--- src/rtl/pstate_pkg.sv ---
package pstate_pkg;

  typedef enum logic [1:0] {
    PS_NORMAL     = 2'd0,
    PS_BACKGROUND = 2'd1,
    PS_EXCEPTION  = 2'd2,
    PS_HALTED     = 2'd3
  } pstate_e;

  typedef enum logic [1:0] {
    XS_STACK  = 2'd0,
    XS_VECTOR = 2'd1,
    XS_REFILL = 2'd2
  } xstep_e;

  // exception sources, index equals priority rank (0 is highest)
  localparam int NUM_SRC     = 5;
  localparam int SRC_RESET   = 0;
  localparam int SRC_BUSERR  = 1;
  localparam int SRC_ADDRERR = 2;
  localparam int SRC_TRACE   = 3;
  localparam int SRC_INT     = 4;
  localparam int CAUSE_W     = $clog2(NUM_SRC);

  // sources allowed to end the stopped condition
  localparam logic [NUM_SRC-1:0] STOP_WAKE_MASK =
    NUM_SRC'((1 << SRC_RESET) | (1 << SRC_TRACE) | (1 << SRC_INT));
  // sources honoured outside normal state
  localparam logic [NUM_SRC-1:0] RESET_ONLY_MASK = NUM_SRC'(1 << SRC_RESET);

endpackage

--- src/rtl/exc_arbiter.sv ---
module exc_arbiter #(
  parameter int N = 5,
  parameter int W = 3
) (
  input  logic [N-1:0] req,
  input  logic [N-1:0] mask,
  output logic [N-1:0] grant,
  output logic         any,
  output logic [W-1:0] cause
);

  logic [N-1:0] eligible;
  logic [N:0]   seen;

  assign eligible = req & mask;
  assign seen[0]  = 1'b0;

  // fixed priority chain, lower index wins
  for (genvar i = 0; i < N; i++) begin : g_chain
    assign grant[i]  = eligible[i] & ~seen[i];
    assign seen[i+1] = seen[i] | eligible[i];
  end

  assign any = seen[N];

  always_comb begin
    cause = '0;
    for (int i = 0; i < N; i++) begin
      if (grant[i]) cause = cause | W'(i);
    end
  end

endmodule

--- src/rtl/exc_step_seq.sv ---
module exc_step_seq
  import pstate_pkg::*;
(
  input  logic clk,
  input  logic rst_n,
  input  logic start,
  input  logic active,
  input  logic stack_done,
  input  logic vec_done,
  input  logic handler_start,
  output logic step_stack,
  output logic step_vector,
  output logic step_refill,
  output logic finish
);

  xstep_e step_q;

  always_ff @(posedge clk) begin
    if (!rst_n) begin
      step_q <= XS_STACK;
    end else if (start) begin
      step_q <= XS_STACK;
    end else if (active) begin
      unique case (step_q)
        XS_STACK:  if (stack_done)    step_q <= XS_VECTOR;
        XS_VECTOR: if (vec_done)      step_q <= XS_REFILL;
        XS_REFILL: if (handler_start) step_q <= XS_STACK;
        default:                      step_q <= XS_STACK;
      endcase
    end
  end

  assign step_stack  = active && (step_q == XS_STACK);
  assign step_vector = active && (step_q == XS_VECTOR);
  assign step_refill = active && (step_q == XS_REFILL);
  assign finish      = step_refill && handler_start;

endmodule

--- src/rtl/proc_state_ctrl.sv ---
module proc_state_ctrl
  import pstate_pkg::*;
(
  input  logic               clk,
  input  logic               rst_n,
  input  logic               stop_exec,
  input  logic               req_reset,
  input  logic               req_buserr,
  input  logic               req_adderr,
  input  logic               req_trace,
  input  logic               req_int,
  input  logic               dbg_req,
  input  logic               dbg_resume,
  input  logic               stack_done,
  input  logic               vec_done,
  input  logic               handler_start,
  output logic [1:0]         proc_state,
  output logic               cpu_stopped,
  output logic               bus_en,
  output logic               step_stack,
  output logic               step_vector,
  output logic               step_refill,
  output logic [CAUSE_W-1:0] exc_cause
);

  pstate_e              st_q, st_d;
  logic                 stop_q, stop_d;
  logic [CAUSE_W-1:0]   cause_q, cause_d;
  logic                 seq_start;
  logic                 seq_finish;

  logic [NUM_SRC-1:0]   req_vec;
  logic [NUM_SRC-1:0]   req_mask;
  logic [NUM_SRC-1:0]   grant;
  logic                 take_exc;
  logic [CAUSE_W-1:0]   arb_cause;
  logic                 fault_now;

  always_comb begin
    req_vec              = '0;
    req_vec[SRC_RESET]   = req_reset;
    req_vec[SRC_BUSERR]  = req_buserr;
    req_vec[SRC_ADDRERR] = req_adderr;
    req_vec[SRC_TRACE]   = req_trace;
    req_vec[SRC_INT]     = req_int;
  end

  always_comb begin
    if (st_q == PS_NORMAL) req_mask = stop_q ? STOP_WAKE_MASK : '1;
    else                   req_mask = RESET_ONLY_MASK;
  end

  exc_arbiter #(.N(NUM_SRC), .W(CAUSE_W)) u_arb (
    .req   (req_vec),
    .mask  (req_mask),
    .grant (grant),
    .any   (take_exc),
    .cause (arb_cause)
  );

  assign fault_now = req_buserr | req_adderr;

  always_comb begin
    st_d      = st_q;
    stop_d    = stop_q;
    cause_d   = cause_q;
    seq_start = 1'b0;
    if (take_exc) begin
      st_d      = PS_EXCEPTION;
      stop_d    = 1'b0;
      cause_d   = arb_cause;
      seq_start = 1'b1;
    end else begin
      unique case (st_q)
        PS_NORMAL: begin
          if (dbg_req) begin
            st_d   = PS_BACKGROUND;
            stop_d = 1'b0;
          end else if (stop_exec) begin
            stop_d = 1'b1;
          end
        end
        PS_BACKGROUND: if (dbg_resume) st_d = PS_NORMAL;
        PS_EXCEPTION: begin
          if (fault_now)       st_d = PS_HALTED;
          else if (seq_finish) st_d = PS_NORMAL;
        end
        default: st_d = st_q;
      endcase
    end
  end

  always_ff @(posedge clk) begin
    if (!rst_n) begin
      st_q    <= PS_NORMAL;
      stop_q  <= 1'b0;
      cause_q <= '0;
    end else begin
      st_q    <= st_d;
      stop_q  <= stop_d;
      cause_q <= cause_d;
    end
  end

  exc_step_seq u_seq (
    .clk           (clk),
    .rst_n         (rst_n),
    .start         (seq_start),
    .active        (st_q == PS_EXCEPTION),
    .stack_done    (stack_done),
    .vec_done      (vec_done),
    .handler_start (handler_start),
    .step_stack    (step_stack),
    .step_vector   (step_vector),
    .step_refill   (step_refill),
    .finish        (seq_finish)
  );

  assign proc_state  = st_q;
  assign cpu_stopped = stop_q;
  assign bus_en      = !stop_q && (st_q != PS_HALTED);
  assign exc_cause   = cause_q;

endmodule

--- config.mk ---
export PLATFORM = sky130hd
export DESIGN_NAME = proc_state_ctrl
export DESIGN_NICKNAME = d
export VERILOG_FILES = /design/src/rtl/pstate_pkg.sv /design/src/rtl/exc_arbiter.sv /design/src/rtl/exc_step_seq.sv /design/src/rtl/proc_state_ctrl.sv
export SDC_FILE = /design/constraint.sdc
export NUM_CORES = 1
export LEC_CHECK = 0
export ABC_AREA = 0
export BUFFER_PORTS_ARGS = -buffer_cell sky130_fd_sc_hd__buf_2
export CELL_PAD_IN_SITES_DETAIL_PLACEMENT = 0
export CELL_PAD_IN_SITES_GLOBAL_PLACEMENT = 1
export CORE_MARGIN = 10
export CORE_UTILIZATION = 36
export CTS_BUF_LIST = sky130_fd_sc_hd__clkbuf_4 sky130_fd_sc_hd__clkbuf_8
export CTS_CLUSTER_DIAMETER = 200
export DETAILED_ROUTE_END_ITERATION = 10
export PLACE_DENSITY = 0.95
export SYNTH_ARGS = -nofsm -noshare
export SYNTH_HDL_FRONTEND = slang
export SYNTH_SLANG_ARGS = --single-unit
export TNS_END_PERCENT = 100
--- constraint.sdc ---
create_clock -name clk -period 4.9 [get_ports clk]
set_input_delay 0.98 -clock clk [delete_from_list [all_inputs] [get_ports clk]]
set_output_delay 0.98 -clock clk [all_outputs]
set_load 0.005 [all_outputs]
Word-level counts from Yosys, hierarchy flattened
Index checks and enable logic that the tools add are counted.
{"block": "classes", "bitwise_logic": 15, "shifts": 0, "multipliers": 0, "addsub": 0, "n_mux": 19, "n_div": 0, "n_reduce_logical": 17, "magnitude_cmp": 0, "eq_ne": 14}
{"operator": "$mux W2", "count": 10}
{"operator": "$ne A2 B2 Y1 const B", "count": 6}
{"operator": "$pmux W2 S3", "count": 2}
{"operator": "$reduce_and A4 Y1", "count": 3}
{"operator": "$ne A3 B3 Y1 const B", "count": 3}
{"operator": "$mux W3", "count": 2}
{"operator": "$and A5 B5 Y5", "count": 1}
{"operator": "$logic_and A1 B1 Y1", "count": 5}
{"operator": "$mux W5", "count": 1}
{"operator": "$not A1 Y1", "count": 5}
{"operator": "$or A1 B1 Y1", "count": 5}
{"operator": "$and A1 B1 Y1", "count": 4}
{"operator": "$eq A2 B1 Y1 const B", "count": 2}
{"operator": "$eq A2 B2 Y1 const B", "count": 2}
{"operator": "$logic_not A2 Y1", "count": 2}
{"operator": "$mux W1", "count": 4}
{"operator": "$ne A4 B4 Y1 const B", "count": 1}
{"operator": "$reduce_bool A4 Y1", "count": 1}
{"operator": "$reduce_or A2 Y1", "count": 2}
{"operator": "$reduce_bool A3 Y1", "count": 1}
{"operator": "$reduce_and A2 Y1", "count": 1}
{"operator": "$reduce_bool A2 Y1", "count": 1}
{"operator": "$logic_not A1 Y1", "count": 1}
{"block": "totals", "elab_cells": 70, "out_inout_bits": 10, "register_bits": 8, "latch_bits": 0, "in_bits": 13, "mem_bits_rw": 0, "memories": 0, "mem_bits_ro": 0}

Longest topological paths before layout
Gate-level depths: netlist of run 1.
{"block": "depth", "word_depth": 9, "mapped_depth": 6, "depth_no_buf": 6}

By module
From an unflattened synthesis of run 1, not the netlist that was laid out.
{"block": "unflattened", "cells_unflattened": 74, "hier_area_um2": 669.4}
{"module": "proc_state_ctrl", "n_inst": 1, "area_each_um2": 436.7, "cells_each": 44, "seq_area_each_um2": 120.1}
{"module": "exc_step_seq", "n_inst": 1, "area_each_um2": 131.4, "cells_each": 14, "seq_area_each_um2": 40.0}
{"module": "exc_arbiter", "n_inst": 1, "area_each_um2": 101.3, "cells_each": 16, "seq_area_each_um2": 0.0}

Least setup slack after synthesis of run 1
OpenSTA, ideal clock, no wires.
{"block": "synth_timing", "kind": "input-to-reg", "start": "input port req_adderr", "end": "register st_q[1] (netlist: proc_state[1])", "setup_slack_ns": 2.957, "t_arrival_ns": 1.818, "stages": 4, "path_cell_list": "o21ba_2 > o31ai_4 > inv_1 > o41a_1"}
{"block": "synth_via", "elab_chain_cells": 6, "word_cells_on_any_way": 13, "classes_between": "eq/ne (3); mux (3); bitwise (5); reduce/logical (2)"}
{"item": "from (decl)", "line_no": "proc_state_ctrl.sv:9", "source": "input logic req_adderr,"}
{"item": "$and A5 B5 Y5", "line_no": "exc_arbiter.sv:15", "source": "assign eligible = req & mask;"}
{"item": "$or A1 B1 Y1 (3 in a row)", "line_no": "exc_arbiter.sv:21", "source": "assign seen[i+1] = seen[i] | eligible[i];"}
{"item": "$ne A4 B4 Y1 (no line) (tied with other cells)"}
{"item": "$reduce_and A4 Y1 (no line)"}
{"item": "to (signal assigned)", "line_no": "proc_state_ctrl.sv:99", "source": "st_q <= st_d;"}
{"item": "to (decl)", "line_no": "proc_state_ctrl.sv:26", "source": "pstate_e st_q, st_d;"}
Several ways; a longest one is shown, not always the timed one.
A chain may end at the register's enable or synchronous reset.

Final worst setup path of run 1
{"block": "layout_timing", "start": "register st_q[0] (netlist: proc_state[0])", "end": "output port step_stack"}
{"block": "layout_via", "elab_chain_cells": 2}
{"item": "$eq A2 B2 Y1", "line_no": "proc_state_ctrl.sv:109", "source": ".active (st_q == PS_EXCEPTION),"}
{"item": "$logic_and A1 B1 Y1", "line_no": "exc_step_seq.sv:34", "source": "assign step_stack = active && (step_q == XS_STACK);"}
{"item": "to (decl)", "line_no": "proc_state_ctrl.sv:20", "source": "output logic step_stack,"}
Every way passes these cells.

==> results of run 1 <==
[sequential cells by signal, indices dropped and copies added (netlist names)]
register      cells
proc_state        2
cpu_stopped       1
exc_cause         3
u_seq.step_q      2
[stage by stage]
| step | util | hold WS (ns) | cells | setup WS [ns] |
|---|---|---|---|---|
| after floorplan | - | 0.456 | 60 | 2.96 |
| after global placement | 0.487 | 0.446 | 97 | 2.77 |
| after detailed placement | 0.487 | 0.448 | 97 | 2.76 |
| after CTS | 0.504 | 0.457 | 100 | 2.50 |
| after global routing | 0.504 | 0.509 | 100 | 2.37 |
| final | 0.504 | 0.452 | 100 | 2.51 |
[tightest hold or removal path: cells and delay by family, from the launching register on]
kind,cells,cell delay (ns)
flip-flops,1,0.30
buffers and inverters,1,0.04
AO/OA/AOI/OAI,1,0.06
[power groups by stage]
stage | Combinational [mW] | Clock, mW | Sequential [mW]
after floorplan | 0.0282 | 0 | 0.0717
after global placement | 0.0434 | 0 | 0.0717
after detailed placement | 0.0444 | 0 | 0.0718
after CTS | 0.0446 | 0.0547 | 0.0703
after global routing | 0.0504 | 0.0606 | 0.0709
final | 0.0442 | 0.0521 | 0.0703
[layer usage]
| layer | vias to the layer above | global-route usage | part of all wire |
|---|---|---|---|
| li1 | 266 | - | - |
| met2 | 22 | 0.124 | 0.40 |
| met3 | 2 | 0.0610 | 0.11 |
| met1 | 224 | 0.106 | 0.48 |
| met4 | 0 | 0.0302 | 0.0060 |
| met5 | - | 0 | 0 |
[worst min path at each step]
stage                      start  slack, ns           end
floorplan           exc_cause[1]       0.46  exc_cause[1]
global placement    exc_cause[1]       0.45  exc_cause[1]
detailed placement  exc_cause[1]       0.45  exc_cause[1]
CTS                 exc_cause[1]       0.46  exc_cause[1]
global route        exc_cause[1]       0.51  exc_cause[1]
finish              exc_cause[1]       0.45  exc_cause[1]
[cell families after synthesis]
logic type      after synthesis  synth area share
buf+inv                       8            0.0577
flops                         8             0.308
fa+ha+maj                     4            0.0962
compound gates               19             0.305
simple gates                 21             0.233
[cell type report]
cell class                 instances  area [um^2]  area share
sequential                         8          160       0.238
timing repair buffer              22          110       0.164
multi-input combinational         44          330       0.492
clock buffer                       3         22.5      0.0335
inverter                           8         30.0      0.0447
tap                               15         18.8      0.0279
[Yosys cell counts (2+ instances only)]
cell type / instances / share of area
o21ai_0: 3 / 0.029
nand2b_1: 3 / 0.036
nor3_1: 4 / 0.038
and3b_2: 2 / 0.038
ha_1: 4 / 0.096
o31a_1: 2 / 0.034
inv_1: 7 / 0.050
nor2_1: 8 / 0.058
a22oi_1: 2 / 0.029
dfxtp_1: 8 / 0.31
a21oi_1: 3 / 0.029
==> run_results.csv, run 1 <==
group,metric,value,unit
global_routing,antenna_found_initial,0,
timing,finalSetupTns,0,ns
route,ant_nets,0,
logic_synthesis,synthCells,60,
timing,hold_viol,0,
logic_synthesis,synth.avg_cell_area,8.67,um^2
setup_path,cp-endpoint,"step_stack",
power_and_ir_drop,combPwrFrac,0.265,
floorplan,die_w,58.0,um
setup_path,path_delay_family,"flip-flops",
clocking,cts.path.max_buffers,2,
layout,design_area,672,um^2
setup_path,cp_cell_sequence,"inv_1, ha_1, nor3b_1, buf_2",
timing,drv_slew,0,
clocking,cts_buffers,3,
setup_path,start_kind,"flip-flop",
timing,tightest_slew,0.317,ns
setup_path,path_max_fanout,8,
power_and_ir_drop,power.switching,0.0500,mW
power_and_ir_drop,ir_drop,171,uV
floorplan,die_h,58.0,um
power_and_ir_drop,p_int,0.117,mW
logic_synthesis,async_reset_ff_frac,0,
timing,skew,0.00494,ns
min_path,hold_path.class,"flip-flop to flip-flop",
power_and_ir_drop,p_per_area,248,mW/mm^2
power_and_ir_drop,clock_power_share,0.313,
layout,drive_above_1_share,0.376,
route,dr.first_iter.drc_count,15,
setup_path,path_class,"flip-flop to output pin",
layout,nets,104,
place,port_buffers,22,
setup_path,slowest_stage,"dfxtp_1",
timing,fmax,419,MHz
setup_path,ff2ff_path_depth,6,
logic_synthesis,yosysUniqueCellTypes,25,
setup_path,worstPathRequired,3.92,ns
logic_synthesis,ys_warn_count,0,
logic_synthesis,synth_edf_count,0,
clocking,cts_tree,"built",
setup_path,path_depth,4,
timing,layout_min_cycle_time,2.39,ns
timing,rsz0062_at_grt,"no",
setup_path,timing.rr.start,"proc_state[0]",
clocking,insertion_delay,0.26,ns
layout,nFillCells,146,
global_routing,grt-ovfl-total,0,
power_and_ir_drop,seq_power_share,0.422,
setup_path,crit_buf_inv,2,
logic_synthesis,syn_area,520,um^2
floorplan,initial_core_util,0.390,
route,drc,0,
power_and_ir_drop,switching_share,0.300,
logic_synthesis,yosys_most_used_dff,"dfxtp_1",
place,place_congestion,0.765,
setup_path,arrival,1.41,ns
layout,layout_commonest_cell,"buf_2",
timing,post-route-period-util,0.488,
layout,antennaDiodeCount,0,
floorplan,core-area,0.00133,mm^2
global_routing,grt_pass1_wl,2390,um
clocking,hold_buffers,0,
power_and_ir_drop,p_total,0.167,mW
layout,syn2layout_area_growth,29.1,%
floorplan,dieArea,0.00337,mm^2
timing,maxSlewHeadroom,0.784,
place,hpwl,1140,um
flow_run,cap_violations,0,
route,via_per_inst,5.14,
setup_path,crit_start,"proc_state[0]",
setup_path,cpPeakStageDelay,0.34,ns
global_routing,grt.total_usage,0.0894,
floorplan,io_pins,23,
clocking,path_clk_slew,0.06,ns
power_and_ir_drop,leakagePower,0.309,nW
logic_synthesis,seq_area_frac_synth,0.308,
setup_path,regToRegSetupSlack,3.12,ns
route,routed_wl,1330,um
clocking,cts_sinks,8,
route,vias,514,
clocking,cts_resized,0,
clocking,cts-htree-levels,1,
global_routing,grt_pass1_vias,546,
route,firstDrtPassIters,4,
status,status,"complete, no violations",
place,postPlaceCellArea,649,um^2
layout,most-common-layout-cells,"buf_2, nor2_1, dfxtp_1",
timing,setup_viol,0,
setup_path,reg2reg_to,"proc_state[1]",
clocking,cts_setup_buffers,0,
min_path,worstHoldPathCells,2,
setup_path,cp-end-kind,"output pin",
route,wl_per_cell,13.3,um
global_routing,grt_max_degree,9,
floorplan,rows,13,
logic_synthesis,mappedNetlistNets,77,
logic_synthesis,yosys_register_bits,8,
clocking,clockRootBuffer,"clkbuf_4",
No activity file was read; power rests on OpenSTA's default activity.
==> run 2: changes to the inputs <==
Settings changed: CORE_UTILIZATION 36 to 30, PLACE_DENSITY 0.95 to 0.86.
Clock period 4.9 ns to 2.05 ns, I/O delays scaled along.
==> run 2 against run 1 <==
Combinational power rose by 140%. Wire length grew 1.5%. Clock power rose by 130%. Sequential power increased by 140%. First-iteration DRC count is 67% lower. Die area increased by 13%.
==> run_results.csv, run 2 (synthesis gave the netlist of run 1 again) <==
group,metric,value,unit
route,drc,0,
clocking,hold_buffers,0,
clocking,cts-htree-levels,1,
route,routed_wl,1350,um
clocking,cts_setup_buffers,0,
timing,skew,0.00229,ns
timing,drv_slew,0,
clocking,cts_sinks,8,
timing,layout_min_cycle_time,1.80,ns
clocking,cts_tree,"built",
status,status,"complete, no violations",
setup_path,arrival,1.39,ns
floorplan,rows,14,
global_routing,grt_pass1_vias,519,
route,firstDrtPassIters,4,
route,dr.first_iter.drc_count,5,
timing,rsz0062_at_grt,"no",
setup_path,path_max_fanout,8,
global_routing,grt-ovfl-total,0,
timing,post-route-period-util,0.878,
global_routing,grt.total_usage,0.0771,
place,hpwl,1150,um
power_and_ir_drop,ir_drop,283,uV
layout,drive_above_1_share,0.376,
power_and_ir_drop,leakagePower,0.309,nW
clocking,insertion_delay,0.25,ns
setup_path,cp-end-kind,"output pin",
floorplan,core-area,0.00158,mm^2
layout,nets,104,
global_routing,grt_pass1_wl,2200,um
place,place_congestion,0.856,
floorplan,die_h,61.7,um
floorplan,dieArea,0.00380,mm^2
global_routing,grt_max_degree,9,
place,port_buffers,22,
floorplan,initial_core_util,0.330,
min_path,hold_path.class,"input port to flip-flop",
clocking,cts.path.max_buffers,2,
setup_path,regToRegSetupSlack,0.32,ns
clocking,path_clk_slew,0.05,ns
timing,setup_viol,0,
power_and_ir_drop,p_per_area,581,mW/mm^2
setup_path,path_class,"flip-flop to output pin",
setup_path,worstPathRequired,1.64,ns
route,vias,519,
layout,most-common-layout-cells,"buf_2, nor2_1, dfxtp_1",
place,dp.cells,98,
setup_path,start_kind,"flip-flop",
floorplan,io_pins,23,
timing,finalSetupTns,0,ns
setup_path,crit_start,"proc_state[0]",
route,ant_nets,0,
route,via_per_inst,5.14,
timing,fmax,556,MHz
global_routing,antenna_found_initial,0,
timing,tightest_slew,0.339,ns
setup_path,timing.rr.start,"proc_state[0]",
layout,layout_commonest_cell,"buf_2",
layout,nFillCells,176,
clocking,clockRootBuffer,"clkbuf_4",
timing,maxSlewHeadroom,0.774,
clocking,cts_buffers,3,
layout,syn2layout_area_growth,29.3,%
flow_run,cap_violations,0,
setup_path,reg2reg_to,"proc_state[1]",
setup_path,cp-endpoint,"step_stack",
route,wl_per_cell,13.4,um
layout,antennaDiodeCount,0,
layout,largest_reg_flops,3,
timing,hold_viol,0,
layout,finalNonFillerCells,101,
floorplan,die_w,61.7,um
setup_path,ff2ff_path_depth,6,
clocking,cts_resized,0,
## run 2: cell counts in the layout (fill, tap and decap cells not counted)
Identical to the previous run, type by type.
## run 2: layout make-up
class                      instances  area, um^2  share of cell area
tap                               16        20.0              0.0297
clock buffer                       3        22.5              0.0335
multi-input combinational         44         330               0.491
inverter                           8        30.0              0.0446
sequential                         8         160               0.238
timing repair buffer              22         110               0.164
## run 2: worst max-delay path, cell delays in order (launching register included)
cell and delay, ns:
dfxtp_1 0.33, inv_1 0.10, ha_1 0.29, nor3b_1 0.26
buf_2 0.16
## run 2: layer usage
| metal | vias to the layer above | global-route usage | share of wire |
|---|---|---|---|
| li1 | 271 | - | - |
| met1 | 227 | 0.0778 | 0.40 |
| met2 | 19 | 0.119 | 0.43 |
| met3 | 2 | 0.0535 | 0.16 |
| met4 | 0 | 0.0382 | 0.0089 |
| met5 | - | 0 | 0 |
## run 2: report_power, final
part	internal [mW]	switching (mW)	leakage, nW	total (mW)
Sequential	0.162	0.00565	0.0652	0.168
Combinational	0.0495	0.0561	0.230	0.106
Clock	0.0668	0.0509	0.0138	0.118
Total	0.279	0.113	0.309	0.391
## run 2: through the flow
stage	setup slack [ns]	utilization	hold WS (ns)	instance area, um^2	power [mW]
2_1_floorplan	0.428	-	0.456	520	0.239
3_3_place_gp	0.385	0.413	0.450	651	0.276
3_5_place_dp	0.323	0.413	0.459	651	0.277
4_1_cts	0.218	0.427	0.357	673	0.402
5_1_grt	0.135	0.427	0.358	673	0.423
6_report	0.250	0.427	0.374	673	0.391
## run 2: how the worst min path moves through the flow
stage | from | to | slack, ns | depth (start not counted)
3_5_place_dp | exc_cause[1] | exc_cause[1] | 0.46 | 2
4_1_cts | dbg_req | cpu_stopped | 0.36 | 2
2_1_floorplan | exc_cause[1] | exc_cause[1] | 0.46 | 2
3_3_place_gp | exc_cause[1] | exc_cause[1] | 0.45 | 2
6_report | dbg_req | cpu_stopped | 0.37 | 2
5_1_grt | dbg_req | cpu_stopped | 0.36 | 2
==> run 3: changes to the inputs <==
Settings changed: GPL_TIMING_DRIVEN from default to 0.
Clock period 2.05 ns to 1.53 ns, I/O delays scaled along.
==> run 3 against run 2 <==
Critical path depth unchanged. Cell area increased by 11%. Sequential power increased by 35%. Register-to-register slack got worse by 0.24 ns. Wire length increased by 13%. Die area unchanged. First-iteration DRC count increased to 3.6 times the previous value. Utilization increased by 4.6 points. Global-route usage increased by 0.85 points. Critical path type unchanged. Largest power group unchanged.
==> run_results.csv, run 3 (synthesis gave the netlist of run 1 again) <==
group,metric,value,unit
setup_path,start_kind,"flip-flop",
timing,hold_viol,0,
timing,setup_viol,0,
clocking,hold_buffers,0,
route,firstDrtPassIters,4,
setup_path,cp-end-kind,"output pin",
power_and_ir_drop,clock_power_share,0.296,
route,drc,0,
layout,layout_commonest_cell,"buf_2",
route,routed.top_layer,"met4",
route,via_per_inst,5.55,
place,hpwl,1140,um
setup_path,path_class,"flip-flop to output pin",
min_path,worstHoldPathCells,2,
clocking,cts.path.max_buffers,2,
layout,drive_above_1_share,0.477,
global_routing,grt_pass1_vias,577,
power_and_ir_drop,p_per_area,761,mW/mm^2
setup_path,reg2reg_to,"proc_state[1]",
layout,largest_reg_flops,3,
setup_path,path_delay_family,"flip-flops",
floorplan,die_h,61.7,um
global_routing,grt_pass1_wl,2460,um
global_routing,antenna_found_initial,0,
timing,maxSlewHeadroom,0.786,
power_and_ir_drop,p_total,0.568,mW
min_path,hold_start,"dbg_req",
power_and_ir_drop,seq_power_share,0.400,
layout,nFillCells,163,
layout,multi_input_area,360,um^2
setup_path,cp_cell_sequence,"inv_4, ha_4, nor3b_2, buf_2",
setup_path,timing.rr.start,"proc_state[1]",
clocking,cts_sinks,8,
layout,antennaDiodeCount,0,
global_routing,grt-ovfl-total,0,
timing,fmax,672,MHz
power_and_ir_drop,ir_drop,420,uV
floorplan,die_w,61.7,um
power_and_ir_drop,combPwrFrac,0.303,
setup_path,path_max_fanout,8,
floorplan,rows,14,
setup_path,crit_buf_inv,2,
place,port_buffers,22,
power_and_ir_drop,power.switching,0.172,mW
layout,fin_util,0.473,
route,dr.first_iter.drc_count,18,
clocking,path_clk_slew,0.06,ns
layout,most-common-layout-cells,"buf_2, nor2_1, dfxtp_1",
layout,regArea,168,um^2
setup_path,slowest_stage,"dfxtp_4",
timing,drv_slew,0,
timing,tightest_slew,0.313,ns
clocking,clockRootBuffer,"clkbuf_4",
setup_path,ff2ff_path_depth,6,
status,status,"complete, no violations",
min_path,hold_path.class,"input port to flip-flop",
timing,finalSetupTns,0,ns
timing,whs,0.253,ns
route,wl_per_cell,14.6,um
global_routing,grt_max_degree,9,
floorplan,dieArea,0.00380,mm^2
timing,layout_min_cycle_time,1.49,ns
setup_path,worstPathRequired,1.22,ns
global_routing,grt.total_usage,0.0855,
route,routed-wl-met3,184,um
min_path,min_to,"cpu_stopped",
timing,post-route-period-util,0.973,
power_and_ir_drop,leakagePower,0.333,nW
power_and_ir_drop,switching_share,0.304,
route,m1WireLength,703,um
place,place_congestion,0.689,
layout,nets,107,
floorplan,io_pins,23,
layout,syn2layout_area_growth,43.3,%
clocking,cts-htree-levels,1,
floorplan,core-area,0.00158,mm^2
flow_run,cap_violations,0,
power_and_ir_drop,p_int,0.395,mW
setup_path,regToRegSetupSlack,0.08,ns
clocking,cts_buffers,3,
timing,skew,0.000866,ns
route,routed-wl-met2,623,um
route,routed_wl,1520,um
floorplan,initial_core_util,0.330,
route,vias,577,
clocking,cts_tree,"built",
route,ant_nets,0,
clocking,insertion_delay,0.25,ns
setup_path,cpPeakStageDelay,0.36,ns
timing,rsz0062_at_grt,"yes",
setup_path,arrival,1.18,ns
## run 3: cell count changes in the layout (fill, tap and decap cells not counted), sizes merged
| cell | delta |
|---|---|
| buf | +3 |
## run 3: power groups by stage
stage / combinational, mW / clock (mW) / sequential [mW]
after floorplan: 0.0986 / 0 / 0.230
after global placement: 0.150 / 0 / 0.230
after detailed placement: 0.152 / 0 / 0.230
after CTS: 0.169 / 0.176 / 0.227
after global routing: 0.191 / 0.181 / 0.228
final: 0.172 / 0.168 / 0.227
## run 3: repair_timing
action / 4_1_cts / 5_1_grt
pin swaps: 1 / 3
gates resized for setup: 7 / 4
setup buffers: 3 / 0
endpoints found under the setup margin: 5 / 4
## run 3: worst max-delay path by stage
stage / start / end / slack, ns / cells past startpoint
after floorplan: proc_state[1] / proc_state[1] / 0.0003 / 6
after global placement: proc_state[1] / proc_state[1] / -0.08 / 6
after detailed placement: proc_state[1] / proc_state[1] / -0.09 / 6
after CTS: proc_state[0] / step_stack / 0.008 / 4
after global routing: proc_state[0] / step_stack / -0.02 / 4
final: proc_state[0] / step_stack / 0.04 / 4
## run 3: layer usage
metal  track usage  up-vias
met3        0.0473        2
met5             0        -
met1        0.0968      269
met2         0.124       28
met4        0.0478        0
li1              -      278
## run 3: worst register-to-register path: stages (launching register included)
cell     delay [ns]
dfxtp_4        0.38
inv_2          0.06
ha_1           0.18
inv_1          0.07
o22ai_2        0.10
o31a_1         0.25
o41a_1         0.30
## run 3: area by class of cell
cell class              instances  share of cell area
clock buffers                   3              0.0302
inverters                       8              0.0436
multi-input cells              44               0.483
flip-flops and latches          8               0.225
well taps                      16              0.0268
repair buffers                 25               0.191
## run 3: per-stage QoR
step	setup WS, ns	cells	instance area, um^2
final	0.0419	104	746
after global routing	-0.0202	104	746
after CTS	0.00763	104	731
after detailed placement	-0.0876	98	666
after global placement	-0.0764	98	666
after floorplan	0.000259	60	536
